[src/rtl/gdly_pkg.sv]
package gdly_pkg;
   typedef enum logic {
      SEL_DELAY = 1'b0,
      SEL_CTRL  = 1'b1
   } host_sel_e;

   localparam int CTRL_AUTO_BIT    = 0;
   localparam int CTRL_CLR_COL_BIT = 1;
   localparam int CTRL_CLR_ERR_BIT = 2;

   // Gray to binary: bit i is the XOR of all Gray bits at or above i
   function automatic logic [31:0] gray_to_bin(input logic [31:0] g);
      logic [31:0] b;
      for (int i = 0; i < 32; i++) b[i] = ^(g >> i);
      return b;
   endfunction
endpackage

[src/rtl/gdly_gray_ptr.sv]
module gdly_gray_ptr #(
   parameter int AW = 7,
   parameter logic [AW-1:0] RST_GRAY = '0
)(
   input  logic          clk,
   input  logic          rst_n,
   input  logic          load,
   input  logic [AW-1:0] load_gray,
   input  logic          step,
   output logic [AW-1:0] gray
);
   localparam logic [AW-1:0] RST_BIN = AW'(gdly_pkg::gray_to_bin(32'(RST_GRAY)));

   logic [AW-1:0] bin_q;
   logic [AW-1:0] load_bin;

   for (genvar i = 0; i < AW; i++) begin : g_g2b
      assign load_bin[i] = ^(load_gray >> i);
   end

   always_ff @(posedge clk or negedge rst_n) begin
      if (!rst_n)    bin_q <= RST_BIN;
      else if (load) bin_q <= load_bin;
      else if (step) bin_q <= bin_q + 1'b1;
   end

   assign gray = bin_q ^ (bin_q >> 1);
endmodule

[src/rtl/gdly_host_regs.sv]
module gdly_host_regs #(
   parameter int AW = 7,
   parameter logic [AW-1:0] RESET_DELAY = 'h60
)(
   input  logic          clk,
   input  logic          rst_n,
   input  logic          host_we,
   input  logic          host_sel,
   input  logic [AW-1:0] host_wdata,
   input  logic          coll_evt,
   output logic          delay_wr,
   output logic [AW-1:0] load_code,
   output logic [AW-1:0] delay_q,
   output logic          auto_en,
   output logic          collision,
   output logic          delay_err
);
   import gdly_pkg::*;

   logic ctrl_wr, odd;

   assign delay_wr  = host_we && (host_sel == SEL_DELAY);
   assign ctrl_wr   = host_we && (host_sel == SEL_CTRL);
   assign odd       = ^host_wdata;
   assign load_code = (delay_wr && !odd) ? host_wdata : delay_q;

   always_ff @(posedge clk or negedge rst_n) begin
      if (!rst_n) begin
         delay_q   <= RESET_DELAY;
         auto_en   <= 1'b0;
         collision <= 1'b0;
         delay_err <= 1'b0;
      end else begin
         if (delay_wr && !odd) delay_q <= host_wdata;
         if (ctrl_wr) auto_en <= host_wdata[CTRL_AUTO_BIT];
         if (delay_wr && odd)                             delay_err <= 1'b1;
         else if (ctrl_wr && host_wdata[CTRL_CLR_ERR_BIT]) delay_err <= 1'b0;
         if (delay_wr)                                     collision <= 1'b0;
         else if (ctrl_wr && host_wdata[CTRL_CLR_COL_BIT]) collision <= 1'b0;
         else if (coll_evt)                                collision <= 1'b1;
      end
   end
endmodule

[src/rtl/gdly_collide.sv]
module gdly_collide #(
   parameter int AW = 7
)(
   input  logic          wr_en,
   input  logic          rd_en,
   input  logic [AW-1:0] wr_ptr,
   input  logic [AW-1:0] rd_ptr,
   output logic          overrun,
   output logic          underrun
);
   logic same;
   assign same     = (wr_ptr == rd_ptr);
   assign overrun  = wr_en && same;
   assign underrun = rd_en && same;
endmodule

[src/rtl/gdly_ram.sv]
module gdly_ram #(
   parameter int AW = 7,
   parameter int DW = 8
)(
   input  logic          clk,
   input  logic          rst_n,
   input  logic          we,
   input  logic [AW-1:0] waddr,
   input  logic [DW-1:0] wdata,
   input  logic          re,
   input  logic [AW-1:0] raddr,
   output logic [DW-1:0] rdata
);
   localparam int DEPTH = 1 << AW;

   logic [DW-1:0] mem [DEPTH];

   always_ff @(posedge clk) begin
      if (we) mem[waddr] <= wdata;
   end

   always_ff @(posedge clk or negedge rst_n) begin
      if (!rst_n)  rdata <= '0;
      else if (re) rdata <= mem[raddr];
   end
endmodule

[src/rtl/gdly_fifo.sv]
module gdly_fifo #(
   parameter int AW = 7,
   parameter int DW = 8,
   parameter logic [AW-1:0] RESET_DELAY = 'h60
)(
   input  logic          clk,
   input  logic          rst_n,
   input  logic          wr_en,
   input  logic [DW-1:0] wr_data,
   input  logic          rd_en,
   output logic [DW-1:0] rd_data,
   input  logic          host_we,
   input  logic          host_sel,
   input  logic [AW-1:0] host_wdata,
   output logic          collision,
   output logic          delay_err
);
   if (AW < 3) begin : g_bad_aw
      $error("gdly_fifo: AW must be at least 3 to hold the control bits");
   end
   if (DW < 1) begin : g_bad_dw
      $error("gdly_fifo: DW must be positive");
   end
   if (^RESET_DELAY) begin : g_bad_delay
      $error("gdly_fifo: RESET_DELAY must have even parity");
   end

   logic [AW-1:0] wr_gray, rd_gray, delay_q, load_code;
   logic          delay_wr, auto_en, overrun, underrun;
   logic          coll_evt, reinit, wr_go, rd_go;

   gdly_host_regs #(.AW(AW), .RESET_DELAY(RESET_DELAY)) u_regs (
      .clk(clk), .rst_n(rst_n), .host_we(host_we), .host_sel(host_sel),
      .host_wdata(host_wdata), .coll_evt(coll_evt), .delay_wr(delay_wr),
      .load_code(load_code), .delay_q(delay_q), .auto_en(auto_en),
      .collision(collision), .delay_err(delay_err)
   );

   gdly_collide #(.AW(AW)) u_coll (
      .wr_en(wr_en), .rd_en(rd_en), .wr_ptr(wr_gray), .rd_ptr(rd_gray),
      .overrun(overrun), .underrun(underrun)
   );

   assign coll_evt = (overrun || underrun) && !delay_wr;
   assign reinit   = delay_wr || (auto_en && coll_evt);
   assign wr_go    = wr_en && !reinit;
   assign rd_go    = rd_en && !reinit;

   gdly_gray_ptr #(.AW(AW), .RST_GRAY('0)) u_wptr (
      .clk(clk), .rst_n(rst_n), .load(reinit), .load_gray('0),
      .step(wr_go), .gray(wr_gray)
   );

   gdly_gray_ptr #(.AW(AW), .RST_GRAY(RESET_DELAY)) u_rptr (
      .clk(clk), .rst_n(rst_n), .load(reinit), .load_gray(load_code),
      .step(rd_go), .gray(rd_gray)
   );

   gdly_ram #(.AW(AW), .DW(DW)) u_ram (
      .clk(clk), .rst_n(rst_n), .we(wr_go), .waddr(wr_gray), .wdata(wr_data),
      .re(rd_go), .raddr(rd_gray), .rdata(rd_data)
   );
endmodule

[config.mk]
export PLATFORM = sky130hd
export DESIGN_NAME = gdly_fifo
export DESIGN_NICKNAME = d
export VERILOG_FILES = /design/src/rtl/gdly_pkg.sv /design/src/rtl/gdly_gray_ptr.sv /design/src/rtl/gdly_host_regs.sv /design/src/rtl/gdly_collide.sv /design/src/rtl/gdly_ram.sv /design/src/rtl/gdly_fifo.sv
export SDC_FILE = /design/constraint.sdc
export NUM_CORES = 1
export LEC_CHECK = 0
export BUFFER_PORTS_ARGS = -buffer_cell sky130_fd_sc_hd__buf_4
export CAP_MARGIN = 15
export CORE_MARGIN = 2
export CORE_UTILIZATION = 30
export CTS_CLUSTER_DIAMETER = 30
export DETAILED_ROUTE_END_ITERATION = 8
export SKIP_LAST_GASP = 1
export SLEW_MARGIN = 25
export SYNTH_ARGS = -nofsm -noshare
export SYNTH_HDL_FRONTEND = slang
export SYNTH_SLANG_ARGS = --single-unit
[constraint.sdc]
create_clock -name clk -period 6.3 [get_ports clk]
set_clock_uncertainty 0.15 [all_clocks]
set_input_delay 1.26 -clock clk [delete_from_list [all_inputs] [get_ports clk]]
set_output_delay 1.26 -clock clk [all_outputs]
set_load 0.005 [all_outputs]
==> metrics.md, run 1 <==
| Metric | Value |
|---|---|
| Clock sink count | 1,056 |
| M1 GR Usage | 19.0% |
| DR DRC count | 0 |
| Routability cong. | 0.798 |
| Internal | 17.6 mW |
| Arr. time, crit path | 5.00 ns |
| Leakage | 17.1 nW |
| Hold buffer count at CTS | 0 |
| Reg clk slew, reported paths | 0.05 ns |
| # rows | 137 |
| Vias | 22,760 |
| Fraction of layout cells with a size suffix above 1 | 14.5% |
| Syn avg cell area | 17.1 um^2 |
| Synth area leaders | edfxtp_1 73%, mux2i_1 12%, a22oi_1 4.6%, dfrtp_1 1.7%, a21oi_1 1.6% |
| M3 GR Usage | 3.25% |
| GRT met2 Usage | 23.4% |
| Sequential-to-total area share from yosys stat | 75.2% |
| Die H | 378 um |
| DP Worst Slack | 1.78 ns |
| HPWL Detailed | 61.8 mm |
| Mapped Nets | 2,493 |
| Post-synth top cells | 1,024 x edfxtp_1, 515 x mux2i_1, 256 x a22oi_1 |
| Worst r2r path cells | 9 |
| Drt pass-1 iters | 6 |
| Reg power frac | 28.8% |
| CTS Buffer Depth | 3 |
| Worst-Skew Late Latency | 0.75 ns |
| Critical path's slowest cell | buf_4 |
| Most common cell in the netlist | edfxtp_1 |
| Post-synth design cell area | 0.0420 mm^2 |
| Clock root buffer | clkbuf_16 |
| CTS tree | done |
| Initial antenna violation count | 2 |
| Endpoint type of the worst setup path | flip-flop |
| Worst setup SP type | flip-flop |
| CP required | 6.81 ns |
| Dpl cells | 4,262 |
| Peak supply drop | 0.717 mV |
| Combinational share of power | 37.1% |
| Slew headroom | 26.7% |
| Final setup viols | 0 |
| Largest net degree at the start of global routing | 120 |
| Die Footprint | 0.143 mm^2 |
| WL/cell | 23.1 um |
| Total power | 27.8 mW |
| Unique masters post-synth | 39 |
| Antenna-violating nets left | 0 |
| Share of the synthesized area in the top cell type | 73.2% |
| Cell family with most CP delay | buffers and inverters |
| Starting DRT DRC Count | 2,217 |
| Achievable clock frequency | 223 MHz |
| Area of the multi-input gates | 0.00988 mm^2 |
| RSZ-0062 raised after global routing | no |
| Resized Gates After CTS | 0 |
| Final Max Slew Viols | 0 |
| Fin cells | 4,580 |
| Post-DP Area | 0.0444 mm^2 |
| Biggest cell delay along the critical path | 0.88 ns |
| NetSw | 10.2 mW |
| GRT Residual Overflow | 0 |
| Worst hold path type | in2async |
| EDFF count, synth | 1,024 |
| Synth area leader | edfxtp_1 |
| Max-cap check violation count | 0 |
| Power share of the clock group | 34.1% |
| Filler cells | 13,045 |
| Final hold vios | 0 |
| Design area | 0.0504 mm^2 |
| Crit-path cells | ha_4 -> buf_12 -> buf_4 -> mux2i_1 -> a22oi_1 -> a21oi_1 -> o41ai_1 -> nand4_1 -> o21ai_0 |
| Crit-path max FO | 106 |
| Ys async rst share | 3.03% |
| Worst Setup Slack, final | 1.81 ns |
| Slew @ Worst Pin | 1.10 ns |
| Final period util | 71.2% |
| Post-Synthesis Cells | 2,458 |
| Reg area | 0.0316 mm^2 |
| First-pass GRT wire length | 154 mm |
| Layout Nets | 2,594 |
| Total track usage | 14.6% |
| PD cells | 551 mW/mm^2 |
| Dominant synthesized flop cell | edfxtp_1 |
| Busiest grt layer | met2 |
| Initial core utilization | 30.2% |
| Finished Core Util | 36.2% |
| Postcts setup bufs | 0 |
| Number of vias per cell | 4.97 |
| Area Overhead vs Synth | 20.0% |
| Sw Share | 36.7% |
| H-tree depth | 4 |
| Critical path class | reg2reg |
| Die X | 378 um |
| TritonCTS Buffers | 171 |
| CP Depth | 9 |
| Status | complete, no violations |
| Core area | 0.139 mm^2 |
| Buffers added on ports | 30 |
| Crit path time final | 4.49 ns |
| Yosys warns | 0 |
| Synthesis-stage register bit count | 1,056 |
| Drt total wl | 106 mm |
| Min Hold Slack | 0.339 ns |
| # IOs | 31 |
| Setup TNS | 0 ns |
| Vias in the first global route | 22,656 |
| CP Buf/Inv Count | 2 |
[worst paths after layout]
kind	from	end	slack, ns
worst min-delay path	rst_n	u_regs.delay_q[2]	0.34
worst max-delay path	u_rptr.bin_q[1]	u_ram.rdata[5]	1.81
max in group asynchronous	rst_n	u_regs.delay_q[5]	5.28
worst min register to register	u_regs.delay_q[3]	u_regs.delay_q[3]	0.37
worst max register to register	u_rptr.bin_q[1]	u_ram.rdata[5]	1.81
min in group clk	u_regs.delay_q[3]	u_regs.delay_q[3]	0.37
[cell type report]
| type | instances | share of cell area, % |
|---|---|---|
| Sequential cell | 1056 | 62.6 |
| Timing Repair Buffer | 75 | 1.26 |
| Inverter | 4 | 0.0298 |
| Tap cell | 1876 | 4.66 |
| Antenna cell | 1 | 0.00497 |
| Clock inverter | 127 | 3.01 |
| Multi-Input combinational cell | 1251 | 19.6 |
| Clock buffer | 190 | 8.78 |
[logic make-up after synthesis]
logic type	count (synthesis)	share of synthesized area [%]
AOI/OAI and AO/OA	443	7.13
buffers and inverters	151	1.62
and+or+nand+nor	237	2.41
DFF	1056	75.2
xor gates and xnor gates	34	0.778
muxes	523	12.5
adders and majority gates	14	0.417
[worst register-to-register path: cells and delay by family (launching register included)]
| kind | cells | cell delay [ns] |
|---|---|---|
| DFF | 1 | 0.45 |
| adders and majority gates | 1 | 0.54 |
| and+or+nand+nor | 1 | 0.19 |
| muxes | 1 | 0.38 |
| AOI/OAI and AO/OA | 4 | 1.23 |
| buffers and inverters | 2 | 1.51 |
[state kept, by name, indices dropped and copies added, names as in the netlist]
register and cells:
u_wptr.bin_q 7, u_ram.rdata 8, u_ram.mem 1024, u_regs.delay_q 7
u_rptr.bin_q 7, u_regs.auto_en 1, u_regs.delay_err 1, u_regs.collision 1
[cells in the final DEF (no fill, tap or decap), drive strengths merged, types with 2 or more instances in the layout]
master,instances
edfxtp,1024
mux2i,515
a22oi,256
clkbuf,190
nor2,150
a21oi,136
buf,75
clkinv,68
nand2,40
o41ai,32
dfrtp,29
inv,26
xnor2,22
bufinv,22
clkinvlp,15
nand4,14
ha,14
o21ai,14
nand3,11
xor2,10
mux2,8
nor2b,8
nand2b,4
and2,4
dfstp,3
or2,2
[layer usage]
layer	vias to the layer above	wire, um
met5	-	9
met4	2	3450
met3	202	7390
met2	868	50200
met1	11641	45000
li1	10047	-
[power groups by stage]
stage,clock network (mW),registers (mW),logic (mW)
3_3_place_gp,0,8.13,10.2
2_1_floorplan,0,8.08,6.88
5_1_grt,9.87,8.01,10.9
4_1_cts,9.57,8.00,10.3
6_report,9.46,8.00,10.3
3_5_place_dp,0,8.13,10.2
Power figures use the tool's default switching activity.
==> run 2, diff against run 1 <==
clock period = 4.2 ns   (was 6.3 ns; I/O delays follow)
==> run 2 against run 1 <==
- power is 54% higher
- final cell count is 2.7% higher
- via count is 1.1% higher
- global-route usage is 0.16 points higher
- die area stayed put
- worst hold slack worse by 0.21 ns
- largest cell class unchanged
- non-clock buffer count is 112 higher
==> metrics.md, run 2 (synthesis results as in run 1) <==
| Metric | Value |
|---|---|
| Die H | 378 um (unchanged) |
| Most frequent cells in the layout | 1,024 x edfxtp_1, 515 x mux2i_1, 256 x a22oi_1, 177 x clkbuf_16, 163 x buf_4 |
| Reg clk slew, reported paths | 0.05 ns (about the same) |
| Final hold vios | 0 (unchanged) |
| Routability cong. | 0.827 (+3.7%) |
| CTS Buffer Depth | 3 (unchanged) |
| Final setup viols | 0 (unchanged) |
| H-tree depth | 4 (unchanged) |
| Setup TNS | 0 ns (unchanged) |
| Critical path's slowest cell | o41ai_1 |
| Total track usage | 14.7% (+0.16 points) |
| Die Footprint | 0.143 mm^2 (unchanged) |
| Buffers added on ports | 30 (unchanged) |
| Fraction of layout cells with a size suffix above 1 | 18.0% (+3.5 points) |
| Final Max Slew Viols | 0 (unchanged) |
| Reg2reg setup slack | 0.49 ns (-1.32 ns) |
| Initial core utilization | 30.2% (unchanged) |
| Max reg flops | 1,024 (unchanged) |
| Peak supply drop | 0.950 mV (+32%) |
| Arr. time, crit path | 4.22 ns (-0.78 ns) |
| Vias | 23,003 (+1.1%) |
| CP Buf/Inv Count | 2 (unchanged) |
| Slew headroom | 35.0% (+8.3 points) |
| HPWL Detailed | 63.5 mm (+2.9%) |
| Internal | 27.1 mW (+54%) |
| Drt pass-1 iters | 5 (-1) |
| Top Registers | u_ram.mem (1024), u_ram.rdata (8) |
| RSZ-0062 raised after global routing | no |
| Crit-path max FO | 53 (-50%) |
| WL/cell | 22.6 um (-2.2%) |
| Layout Nets | 2,712 (+4.5%) |
| Drt total wl | 107 mm (+0.47%) |
| Final period util | 88.3% (+17 points) |
| Leakage | 17.8 nW (+4.0%) |
| DR DRC count | 0 (unchanged) |
| Starting DRT DRC Count | 2,253 (+1.6%) |
| Die X | 378 um (unchanged) |
| Core area | 0.139 mm^2 (unchanged) |
| Postcts setup bufs | 0 (unchanged) |
| Power share of the clock group | 34.4% (+0.3 points) |
| Crit path time final | 3.71 ns (-0.776 ns) |
| # IOs | 31 (unchanged) |
| Antenna-violating nets left | 0 (unchanged) |
| Worst hold path type | in2reg |
| Initial antenna violation count | 0 (-2) |
| Clock root buffer | clkbuf_16 |
| Worst setup SP type | flip-flop |
| Worst-Skew Late Latency | 0.78 ns (+0.03 ns) |
| CP required | 4.71 ns (-2.10 ns) |
| CTS tree | done |
| First-pass GRT wire length | 155 mm (+0.70%) |
| Most used cell, CP | buf_12 |
| Largest net degree at the start of global routing | 93 (-23%) |
| NetSw | 15.6 mW (+53%) |
| Reg power frac | 28.0% (-0.8 points) |
| Vias in the first global route | 22,951 (+1.3%) |
| Worst Setup Slack, final | 0.490 ns (-1.32 ns) |
| Endpoint type of the worst setup path | flip-flop |
| Largest Register | u_ram.mem |
| Status | complete, no violations |
| Critical path class | reg2reg |
| Slew @ Worst Pin | 0.962 ns (-0.135 ns) |
| Crit-path cells | ha_4 -> buf_12 -> buf_12 -> mux2i_1 -> a22oi_1 -> a21oi_1 -> o41ai_1 -> nand4_1 -> o21ai_0 |
| TritonCTS Buffers | 177 (+3.5%) |
| Area Overhead vs Synth | 23.1% |
| Number of vias per cell | 4.89 (-1.6%) |
| # rows | 137 (unchanged) |
| Combinational share of power | 37.6% (+0.5 points) |
| Sw Share | 36.5% (-0.27 points) |
| Most common cell after layout, fill and taps aside | edfxtp_1 |
| Achievable clock frequency | 270 MHz (+21%) |
| Resized Gates After CTS | 0 (unchanged) |
| DP Worst Slack | 0.568 ns (-1.21 ns) |
| Hold buffer count at CTS | 1 (+1) |
| PD cells | 826 mW/mm^2 (+50%) |
| Biggest cell delay along the critical path | 0.85 ns (-0.03 ns) |
| GRT Residual Overflow | 0 (unchanged) |
| Clock sink count | 1,056 (unchanged) |
| Cell family with most CP delay | compound AO/OA/AOI/OAI gates |
| Max-cap check violation count | 0 (unchanged) |
run 2: cell types whose count changed in the layout (fill, tap and decap cells not counted), moves of 7 or more:
cell / change
buf_4: +95
buf_12: +18
clkinvlp_4: +10
o41ai_1: +9
o41ai_2: -9
clkinv_1: -7
clkinv_16: +7
clkinv_2: -7
clkinv_4: +7
run 2: final cells by class:
type / count / area, um^2
well taps: 1876 / 2350
clock buffers: 191 / 4490
repair buffers: 187 / 1690
multi-input cells: 1251 / 9810
flip-flops and latches: 1056 / 31600
inverters: 4 / 15.0
diodes: 3 / 7.51
clock inverters: 135 / 1780
fillers: 12898 / 87500
run 2: power groups by stage:
stage | logic, mW | clock network [mW] | registers [mW]
floorplan | 10.3 | 0 | 12.1
global placement | 15.9 | 0 | 12.1
detailed placement | 16.0 | 0 | 12.2
CTS | 16.0 | 14.9 | 12.0
global route | 16.9 | 15.4 | 12.0
finish | 16.1 | 14.7 | 12.0
run 2: final timing paths:
check,cells past startpoint,start,to
max in group asynchronous,2,rst_n,u_ram.rdata[0]
min in group asynchronous,2,rst_n,u_ram.rdata[3]
hold reg to reg,2,u_ram.rdata[1],u_ram.rdata[1]
hold / removal,2,host_we,u_regs.collision
setup / recovery,9,u_rptr.bin_q[1],u_ram.rdata[7]
setup reg to reg,9,u_rptr.bin_q[1],u_ram.rdata[7]
run 2: routing by layer:
| metal | track usage (%) | wire length (um) | vias up |
|---|---|---|---|
| met4 | 5.36 | 2840 | 0 |
| li1 | - | - | 10267 |
| met1 | 19.4 | 45800 | 11790 |
| met5 | 0 | 0 | - |
| met2 | 23.6 | 50600 | 782 |
| met3 | 3.50 | 7270 | 164 |
run 2: worst reg2reg max path, stage by stage (launching register included):
cell	delay [ns]
dfrtp_1	0.45
ha_4	0.50
buf_12	0.29
buf_12	0.42
mux2i_1	0.16
a22oi_1	0.27
a21oi_1	0.16
o41ai_1	0.85
nand4_1	0.18
o21ai_0	0.19
run 2: stage by stage:
stage	hold WS, ns	power, mW	util [%]	instances	area (um^2)
after floorplan	0.323	22.4	-	2458	42000
after global placement	0.325	28.1	32.6	4373	45400
after detailed placement	0.332	28.1	32.6	4373	45400
after CTS	0.0894	42.8	37.1	4700	51700
after global routing	0.124	44.2	37.1	4700	51700
final	0.127	42.7	37.1	4703	51700
==> run 3, diff against run 2 <==
CORE_UTILIZATION = 63   (was 30)
PLACE_DENSITY = 0.79   (was default)
==> run 3 against run 2 <==
- first-iteration DRC count increased by 48%
- setup slack got worse by 0.27 ns
- core utilization increased by 38 points
- clock power decreased by 12%
- non-clock buffer count decreased by 33
- die area decreased by 52%
- global-route usage increased by 17 points
- final cell count decreased by 23%
- combinational power about the same
- sequential power about the same
- critical path type unchanged
- largest power group unchanged
- highest routed layer is now met5
==> metrics.md, run 3 (synthesis results as in run 1) <==
| Metric | Value |
|---|---|
| Beginning of the worst register-to-register path | u_rptr.bin_q[0] |
| CTS tree | done |
| Slew @ Worst Pin | 1.14 ns (+0.180 ns) |
| Die H | 262 um (-31%) |
| Final Max Slew Viols | 0 (unchanged) |
| GRT Residual Overflow | 0 (unchanged) |
| Buffers added on ports | 30 (unchanged) |
| NetSw | 15.2 mW (-2.6%) |
| Vias in the first global route | 24,587 (+7.1%) |
| Internal | 26.0 mW (-4.0%) |
| Total track usage | 32.0% (+17 points) |
| Layout Nets | 2,657 (-2.0%) |
| Clock root buffer | clkbuf_16 |
| Post-DP Area | 0.0438 mm^2 (-3.4%) |
| CP required | 4.70 ns (about the same) |
| Hold path startpoint | host_we |
| RSZ-0062 raised after global routing | no |
| Slew headroom | 22.9% (-12 points) |
| Worst setup SP type | flip-flop |
| Max reg flops | 1,024 (unchanged) |
| Final period util | 94.8% (+6.5 points) |
| Reg power frac | 29.1% (+1.1 points) |
| # rows | 94 (-31%) |
| Setup TNS | 0 ns (unchanged) |
| HPWL Detailed | 60.9 mm (-4.2%) |
| Reg2reg end | u_ram.rdata[1] |
| Sw Share | 36.8% (+0.34 points) |
| DR DRC count | 0 (unchanged) |
| Crit path time final | 3.98 ns (+0.273 ns) |
| DP Worst Slack | 0.374 ns (-0.195 ns) |
| Status | complete, no violations |
| Final hold vios | 0 (unchanged) |
| Routability cong. | 0.905 (+9.4%) |
| Area Overhead vs Synth | 17.1% |
| Design area | 0.0492 mm^2 (-4.9%) |
| Initial core utilization | 63.8% (+34 points) |
| Arr. time, crit path | 4.48 ns (+0.26 ns) |
| Min Hold Slack | 0.173 ns (+0.0457 ns) |
| Top Registers | u_ram.mem (1024), u_ram.rdata (8) |
| Largest Register | u_ram.mem |
| TritonCTS Buffers | 155 (-12%) |
| Worst hold path type | in2reg |
| Endpoint type of the worst setup path | flip-flop |
| Achievable clock frequency | 251 MHz (-6.8%) |
| Peak supply drop | 0.947 mV (-0.34%) |
| Die X | 262 um (-31%) |
| Fraction of layout cells with a size suffix above 1 | 15.6% (-2.4 points) |
| Drt total wl | 108 mm (+1.2%) |
| Initial antenna violation count | 1 (+1) |
| Final setup viols | 0 (unchanged) |
| WHS Path Cells | 2 (unchanged) |
| Max-cap check violation count | 0 (unchanged) |
| CTS Buffer Depth | 3 (unchanged) |
| Most common cell after layout, fill and taps aside | edfxtp_1 |
| Finished Core Util | 74.7% (+38 points) |
| # IOs | 31 (unchanged) |
| Most frequent cells in the layout | 1,024 x edfxtp_1, 515 x mux2i_1, 256 x a22oi_1, 159 x clkbuf_16, 149 x nor2_1 |
| WL/cell | 29.8 um (+32%) |
| Clock sink count | 1,056 (unchanged) |
| Power share of the clock group | 31.6% (-2.8 points) |
| Worst Setup Slack, final | 0.217 ns (-0.273 ns) |
| Combinational share of power | 39.3% (+1.7 points) |
| Hold endpoint | u_regs.collision |
| Starting DRT DRC Count | 3,335 (+48%) |
| Reg2reg setup slack | 0.22 ns (-0.27 ns) |
| Vias | 24,437 (+6.2%) |
| Core area | 0.0659 mm^2 (-53%) |
| Inserted Diodes | 0 (-3) |
| Crit-path max FO | 34 (-36%) |
| Number of vias per cell | 6.76 (+38%) |
| Antenna-violating nets left | 0 (unchanged) |
| Drt pass-1 iters | 7 (+2) |
| H-tree depth | 4 (unchanged) |
| Leakage | 17.3 nW (-3.1%) |
| Worst-Skew Late Latency | 0.75 ns (-0.03 ns) |
| Reg clk slew, reported paths | 0.04 ns (about the same) |
| First-pass GRT wire length | 158 mm (+2.2%) |
| Largest net degree at the start of global routing | 129 (+39%) |
| Critical path class | reg2reg |
| Die Footprint | 0.0687 mm^2 (-52%) |
| PD cells | 838 mW/mm^2 (+1.5%) |
| Worst r2r path cells | 8 (-1) |
## run 3: changes by cell type in the layout (fill, tap and decap cells not counted), sizes merged
cell      delta
buf         -33
clkinvlp    -13
clkbuf       -9
inv          -7
clkinv       -6
bufinv       -4
diode        -3
## run 3: power by group through the flow
| stage | Sequential [mW] | Combinational, mW | Clock (mW) |
|---|---|---|---|
| 2_1_floorplan | 12.1 | 10.3 | 0 |
| 3_3_place_gp | 12.2 | 15.2 | 0 |
| 3_5_place_dp | 12.2 | 15.6 | 0 |
| 4_1_cts | 12.0 | 15.8 | 13.0 |
| 5_1_grt | 12.0 | 16.8 | 13.5 |
| 6_report | 12.0 | 16.2 | 13.0 |
## run 3: worst max-delay path, cell delays in order (launching register included)
cell and delay [ns]:
dfrtp_1 0.44, ha_4 0.72, nor2_4 0.28, buf_4 0.31, a22oi_1 0.31, a21oi_1 0.15, o41ai_1 0.98, nand4_1 0.31
o21ai_1 0.20
## run 3: layer usage
metal / share of wire, % / GRT usage (%) / up-vias
met5: 0.011 / 0 / -
met4: 4.7 / 15.8 / 2
met3: 11 / 8.84 / 326
met2: 48 / 50.3 / 1683
met1: 36 / 41.7 / 12275
li1: - / - / 10151
## run 3: area by class of cell
type	count	area, um^2
clock inverters	105	1210
multi-input cells	1251	9830
repair buffers	154	1370
fillers	3600	16700
clock buffers	182	4110
inverters	4	15.0
flip-flops and latches	1056	31600
well taps	864	1080
## run 3: how the worst max path moves through the flow
| stage | startpoint | end | slack (ns) |
|---|---|---|---|
| floorplan | rd_en | u_ram.mem[60][0] | 1.07 |
| global placement | u_rptr.bin_q[1] | u_ram.rdata[5] | 0.05 |
| detailed placement | u_rptr.bin_q[1] | u_ram.rdata[0] | 0.37 |
| CTS | u_rptr.bin_q[1] | u_ram.rdata[0] | 0.33 |
| global route | u_rptr.bin_q[1] | u_ram.rdata[0] | 0.20 |
| finish | u_rptr.bin_q[0] | u_ram.rdata[1] | 0.22 |
## run 3: stage by stage
stage / power, mW / cells
3_5_place_dp: 27.8 / 3328
4_1_cts: 40.9 / 3616
3_3_place_gp: 27.4 / 3327
5_1_grt: 42.3 / 3616
2_1_floorplan: 22.4 / 2458
6_report: 41.2 / 3616
## run 3: repair_timing
item,in CTS,in global routing
setup endpoints to repair,0,0
hold buffers,1,0
resized for setup,0,0
buffers inserted,0,0
hold endpoints to repair,29,0
